<file path="src/rtl/tcf_pkg.sv">
package tcf_pkg;

  typedef enum logic [1:0] {
    TAG_NONE  = 2'd0,
    TAG_INNER = 2'd1,
    TAG_MID   = 2'd2,
    TAG_OUTER = 2'd3
  } layer_tag_e;

  // Position in the rotated layer-1 array that feeds map bit k.
  function automatic int map_inner_pos(input int k, input int nbins, input int mapw);
    return nbins / 2 - mapw / 2 + k;
  endfunction

  // Position in the rotated layer-2 array that feeds map bit k.
  function automatic int map_mid_pos(input int k, input int nbins, input int mapw);
    return nbins / 2 - mapw / 4 + k / 2;
  endfunction

endpackage

</file>
<file path="src/rtl/tcf_hit_array.sv">
module tcf_hit_array #(
  parameter int PHI_W     = 7,
  parameter int SCALE_NUM = 64,
  parameter int SCALE_SH  = 6,
  localparam int NBINS    = 1 << PHI_W
) (
  input  logic             clk,
  input  logic             rst_n,
  input  logic             clr,
  input  logic             wr_en,
  input  logic [PHI_W-1:0] wr_phi,
  output logic [NBINS-1:0] bits
);

  function automatic logic [PHI_W-1:0] rescale(input logic [PHI_W-1:0] p);
    int unsigned t;
    t = (int'(p) * SCALE_NUM) >> SCALE_SH;
    return PHI_W'(t);
  endfunction

  logic [PHI_W-1:0] bin;
  assign bin = rescale(wr_phi);

  for (genvar b = 0; b < NBINS; b++) begin : g_bin
    always_ff @(posedge clk or negedge rst_n) begin
      if (!rst_n)                              bits[b] <= 1'b0;
      else if (clr)                            bits[b] <= 1'b0;
      else if (wr_en && bin == PHI_W'(b))      bits[b] <= 1'b1;
    end
  end

  assert_clear_empties_R8: assert property (@(posedge clk) disable iff (!rst_n)
    clr |=> (bits == '0));

  assert_store_scaled_R2: assert property (@(posedge clk) disable iff (!rst_n)
    (wr_en && !clr) |=> bits[$past(bin)]);

endmodule

</file>
<file path="src/rtl/tcf_rotator.sv">
module tcf_rotator #(
  parameter int PHI_W  = 7,
  localparam int NBINS = 1 << PHI_W
) (
  input  logic             clk,
  input  logic             rst_n,
  input  logic [NBINS-1:0] din,
  input  logic [PHI_W-1:0] amt,
  output logic [NBINS-1:0] dout
);

  // dout[j] = din[(j + amt) mod NBINS], built from log2 stages
  logic [NBINS-1:0] stg [PHI_W+1];
  assign stg[0] = din;

  for (genvar s = 0; s < PHI_W; s++) begin : g_stage
    localparam int STEP = 1 << s;
    assign stg[s+1] = amt[s] ? {stg[s][STEP-1:0], stg[s][NBINS-1:STEP]} : stg[s];
  end

  assign dout = stg[PHI_W];

  assert_rot_keeps_count_R10: assert property (@(posedge clk) disable iff (!rst_n)
    $countones(dout) == $countones(din));

endmodule

</file>
<file path="src/rtl/tcf_coinc.sv">
module tcf_coinc #(
  parameter int PHI_W  = 7,
  parameter int MAP_W  = 16,
  localparam int NBINS = 1 << PHI_W
) (
  input  logic             clk,
  input  logic             rst_n,
  input  logic [NBINS-1:0] rot_inner,
  input  logic [NBINS-1:0] rot_mid,
  output logic [MAP_W-1:0] hits
);

  for (genvar k = 0; k < MAP_W; k++) begin : g_cell
    localparam int P1 = tcf_pkg::map_inner_pos(k, NBINS, MAP_W);
    localparam int P2 = tcf_pkg::map_mid_pos(k, NBINS, MAP_W);
    assign hits[k] = rot_inner[P1] & rot_mid[P2];
  end

  assert_hit_needs_both_R3: assert property (@(posedge clk) disable iff (!rst_n)
    (|hits) |-> ((rot_inner != '0) && (rot_mid != '0)));

endmodule

</file>
<file path="src/rtl/tcf_triplet_finder.sv">
module tcf_triplet_finder #(
  parameter int PHI_W    = 7,
  parameter int MAP_W    = 16,
  parameter int L1_NUM   = 64,
  parameter int L2_NUM   = 128,
  parameter int SCALE_SH = 6
) (
  input  logic             clk,
  input  logic             rst_n,
  input  logic             clear,
  input  logic             start,
  output logic             busy,
  input  logic             in_valid,
  output logic             in_ready,
  input  logic [1:0]       in_layer,
  input  logic [PHI_W-1:0] in_phi,
  output logic             out_valid,
  input  logic             out_ready,
  output logic [MAP_W-1:0] out_map
);
  import tcf_pkg::*;

  localparam int NBINS = 1 << PHI_W;
  localparam logic [PHI_W-1:0] HALF = PHI_W'(NBINS / 2);

  logic             is_outer, out_free, take, wr_inner, wr_mid, query;
  logic [PHI_W-1:0] rot_amt;
  logic [NBINS-1:0] arr_inner, arr_mid, rot_inner, rot_mid;
  logic [MAP_W-1:0] hits;

  assign is_outer = (in_layer == TAG_OUTER);
  assign out_free = !out_valid || out_ready;
  assign in_ready = is_outer ? (busy && out_free) : 1'b1;
  assign take     = in_valid && in_ready;
  assign wr_inner = take && !busy && (in_layer == TAG_INNER);
  assign wr_mid   = take && !busy && (in_layer == TAG_MID);
  assign query    = take && is_outer;
  assign rot_amt  = in_phi - HALF;

  tcf_hit_array #(.PHI_W(PHI_W), .SCALE_NUM(L1_NUM), .SCALE_SH(SCALE_SH)) u_arr_inner (
    .clk(clk), .rst_n(rst_n), .clr(clear), .wr_en(wr_inner), .wr_phi(in_phi), .bits(arr_inner));

  tcf_hit_array #(.PHI_W(PHI_W), .SCALE_NUM(L2_NUM), .SCALE_SH(SCALE_SH)) u_arr_mid (
    .clk(clk), .rst_n(rst_n), .clr(clear), .wr_en(wr_mid), .wr_phi(in_phi), .bits(arr_mid));

  tcf_rotator #(.PHI_W(PHI_W)) u_rot_inner (
    .clk(clk), .rst_n(rst_n), .din(arr_inner), .amt(rot_amt), .dout(rot_inner));

  tcf_rotator #(.PHI_W(PHI_W)) u_rot_mid (
    .clk(clk), .rst_n(rst_n), .din(arr_mid), .amt(rot_amt), .dout(rot_mid));

  tcf_coinc #(.PHI_W(PHI_W), .MAP_W(MAP_W)) u_coinc (
    .clk(clk), .rst_n(rst_n), .rot_inner(rot_inner), .rot_mid(rot_mid), .hits(hits));

  always_ff @(posedge clk or negedge rst_n) begin
    if (!rst_n)     busy <= 1'b0;
    else if (clear) busy <= 1'b0;
    else if (start) busy <= 1'b1;
  end

  always_ff @(posedge clk or negedge rst_n) begin
    if (!rst_n) begin
      out_valid <= 1'b0;
      out_map   <= '0;
    end else if (query) begin
      out_valid <= 1'b1;
      out_map   <= hits;
    end else if (out_ready) begin
      out_valid <= 1'b0;
    end
  end

  assert_one_map_R4: assert property (@(posedge clk) disable iff (!rst_n)
    query |=> out_valid);

  assert_hold_output_R5: assert property (@(posedge clk) disable iff (!rst_n)
    (out_valid && !out_ready) |=> (out_valid && $stable(out_map)));

  assert_outer_gated_R6: assert property (@(posedge clk) disable iff (!rst_n)
    (in_valid && is_outer && !busy) |-> !in_ready);

  assert_clear_wins_R8: assert property (@(posedge clk) disable iff (!rst_n)
    clear |=> !busy);

  assert_start_busy_R9: assert property (@(posedge clk) disable iff (!rst_n)
    (start && !clear) |=> busy);

endmodule

</file>
<file path="config.mk">
export PLATFORM = sky130hd
export DESIGN_NAME = tcf_triplet_finder
export DESIGN_NICKNAME = d
export VERILOG_FILES = /design/src/rtl/tcf_pkg.sv /design/src/rtl/tcf_hit_array.sv /design/src/rtl/tcf_rotator.sv /design/src/rtl/tcf_coinc.sv /design/src/rtl/tcf_triplet_finder.sv
export SDC_FILE = /design/constraint.sdc
export NUM_CORES = 1
export LEC_CHECK = 0
export ABC_AREA = 0
export ABC_CLOCK_PERIOD_IN_PS = 3100
export BUFFER_PORTS_ARGS = -buffer_cell sky130_fd_sc_hd__buf_2
export CELL_PAD_IN_SITES_DETAIL_PLACEMENT = 1
export CELL_PAD_IN_SITES_GLOBAL_PLACEMENT = 1
export CORE_MARGIN = 5
export CORE_UTILIZATION = 45
export DETAILED_ROUTE_END_ITERATION = 10
export MAX_ROUTING_LAYER = met4
export PLACE_DENSITY_LB_ADDON = 0.12
export RECOVER_POWER = 100
export SKIP_LAST_GASP = 1
export SLEW_MARGIN = 10
export SYNTH_ARGS = -nofsm -noshare
export SYNTH_HDL_FRONTEND = slang
export SYNTH_HIERARCHICAL = 1
export SYNTH_SLANG_ARGS = --single-unit
</file>
<file path="constraint.sdc">
create_clock -name clk -period 3.1 [get_ports clk]
set_input_delay 0.155 -clock clk [delete_from_list [all_inputs] [get_ports clk]]
set_output_delay 0.155 -clock clk [all_outputs]
set_load 0.02 [all_outputs]
</file>
==> key figures <==
Critical path
  – Reg2reg setup slack: 0.12 ns
  – Crit path top cell by count: mux4_2
  – Worst Path Arrival: 3.42 ns
  – Crit path launch: u_arr_inner/bits[70]$_DFFE_PN0P_
  – CP max stage delay: 0.59 ns
  – Worst setup SP type: flop
  – Worst R2R Path Depth: 6
  – CP required: 3.54 ns
  – Critical path class: flop to flop
  – Cells along the critical path: mux4_2 -> mux4_2 -> mux4_2 -> mux2_2 -> and2_0 -> mux2_2
  – Reg2reg end: out_map[15]$_DFFE_PN0P_
  – Worst Path Max Fanout: 5
  – CP max stage cell: mux4_2
  – Crit end category: flop
  – FF-to-FF Start: u_arr_inner/bits[70]$_DFFE_PN0P_

Route
  – DRT Pass-1 Iters: 7
  – Final WL: 64,100 um
  – Wire length per cell: 33.7 um
  – Vias post-DR: 13,649
  – Final ANT Viol Nets: 0
  – Via density: 7.18
  – DRC: 0
  – Starting DRT DRC Count: 1,669

Logic synthesis
  – Post-Synthesis Cell Area: 0.0186 sq mm
  – Yosys Warn Count: 6
  – Syn_area_per_cell: 13.7 sq um
  – Post-Syn Instances: 1,357

STA
  – Worst-margin pin slew: 2.12 ns
  – Clk_skew: 0.0204 ns
  – Final TNS setup: 0 ns
  – RSZ-0062 raised after global routing: false
  – Fmax achieved: 335 MHz
  – Final hold viol count: 0
  – Tmin final: 2.98 ns
  – Endpoints failing setup: 0
  – Pins Over Slew Limit: 78
  – Slew margin rel.: -0.413
  – Final worst path period share: 0.963

Clocking
  – Post-CTS repair timing setup buffer count: 0
  – CTS Sinks: 210
  – H-tree levels: 1
  – Bufs on Longest Clock Path: 3
  – Post_cts resized: 0
  – CTS tree: done
  – Cts bufs inserted: 27
  – Clk Latency, worst-skew pair: 0.58 ns
  – Root Driver: clkbuf_16
  – Reg clk slew, reported paths: 0.06 ns

Global routing
  – Initial antenna violation count: 2
  – Congestion Overflow GR: 0
  – First-pass GRT wire length: 95,000 um
  – Vias in the first global route: 13,529
  – GRT Total Usage: 0.292
  – Largest net degree at the start of global routing: 80

Min path
  – Hold path start: in_phi[0]
  – Hold path depth: 3
  – Hold crit path type: input port to flop
  – Hold EP: u_arr_mid/bits[10]$_DFFE_PN0P_

Layout
  – Nets: 1,359
  – Layout cells sized above 1: 0.440
  – Area Growth Syn to Fin: 8.47%
  – Commonest non-fill, non-tap cell in the layout: mux4_2
  – Design area: 0.0202 sq mm
  – Commonest non-fill, non-tap cells in the layout: 400 x mux4_2, 210 x dfrtp_1, 160 x inv_1

Run
  – Max Cap Viol: 1

Placement
  – Port bufs: 33
  – RePlAce Congestion: 1.02
  – Post-DP HPWL: 49,000 um
  – DP Area: 0.0194 sq mm

Pwr
  – Switch share: 0.270
  – Combinational share of power: 0.160
  – Clk pwr share: 0.454
  – Sequential Power Share: 0.386
  – Internal power: 5.21 mW
  – Pwr/cell area: 354 mW/mm^2
  – Peak VDD IR: 0.341 mV
  – Switching pwr: 1.93 mW
  – LEAKAGE: 7.47 nW

Floorplan
  – FP Rows: 74
  – Core area: 0.0409 sq mm
  – DIE AREA: 0.0456 sq mm
  – Chip Height: 213 um
  – Starting density of the core: 0.455
  – Die X-Extent: 213 um
  – Boundary Pins: 34

Outcome
  – Failing checks: max-capacitance violations, max-slew violations
  – Status: finished with violations
## stage by stage
step | setup WS [ns] | hold WS [ns] | std cells | util | power [mW]
finish | 0.116 | 0.190 | 1900 | 0.494 | 7.15
global route | 0.0794 | 0.218 | 1899 | 0.494 | 7.41
CTS | 0.161 | 0.175 | 1897 | 0.497 | 7.18
detailed placement | -0.0592 | 0.193 | 1844 | 0.473 | 3.91
global placement | -0.0561 | 0.189 | 1844 | 0.473 | 3.89
floorplan | 0.260 | -0.141 | 1420 | - | 3.67
## worst max-delay path by stage
| stage | endpoint | slack [ns] | cells past startpoint |
|---|---|---|---|
| finish | out_map[15]$_DFFE_PN0P_ | 0.12 | 6 |
| global route | u_arr_inner/bits[68]$_DFFE_PN0P_ | 0.08 | 4 |
| CTS | out_map[15]$_DFFE_PN0P_ | 0.16 | 6 |
| detailed placement | out_map[12]$_DFFE_PN0P_ | -0.06 | 8 |
| global placement | out_map[12]$_DFFE_PN0P_ | -0.06 | 8 |
| floorplan | out_map[13]$_DFFE_PN0P_ | 0.26 | 8 |
## registers in the layout (all words and copies together) (netlist names)
register	cells
busy	1
out_valid	1
u_arr_mid/bits	64
out_map	16
u_arr_inner/bits	128
## area by class of cell
cell class	instances	area, sq um
diodes	3	7.51
clock buffers	36	779
clock inverters	14	149
fillers	4068	20700
inverters	161	604
multi-input cells	815	11600
flip-flops and latches	210	5260
well taps	532	666
repair buffers	129	1100
## worst max-delay path: cells and delay by family, from the launching register on
family / cells / cell delay [ns]
simple gates: 1 / 0.16
flops: 1 / 0.49
mux: 5 / 2.20
## power groups by stage
stage	registers, mW	logic, mW	clock network (mW)
floorplan	2.80	0.860	0
global placement	2.80	1.09	0
detailed placement	2.80	1.10	0
CTS	2.75	1.11	3.32
global route	2.75	1.22	3.43
finish	2.75	1.15	3.25
## layer usage
layer,part of all wire,wire [um],global-route usage
met3,0.11,7300,0.0676
met4,0.020,1260,0.0524
met1,0.43,27800,0.456
met5,0,0,-
met2,0.43,27800,0.400
## timing repair
item                                   CTS  global route
setup endpoints to repair                0             0
hold buffers                             3             0
endpoints found under the hold margin   97             0
(Power assumes the default switching activity.)
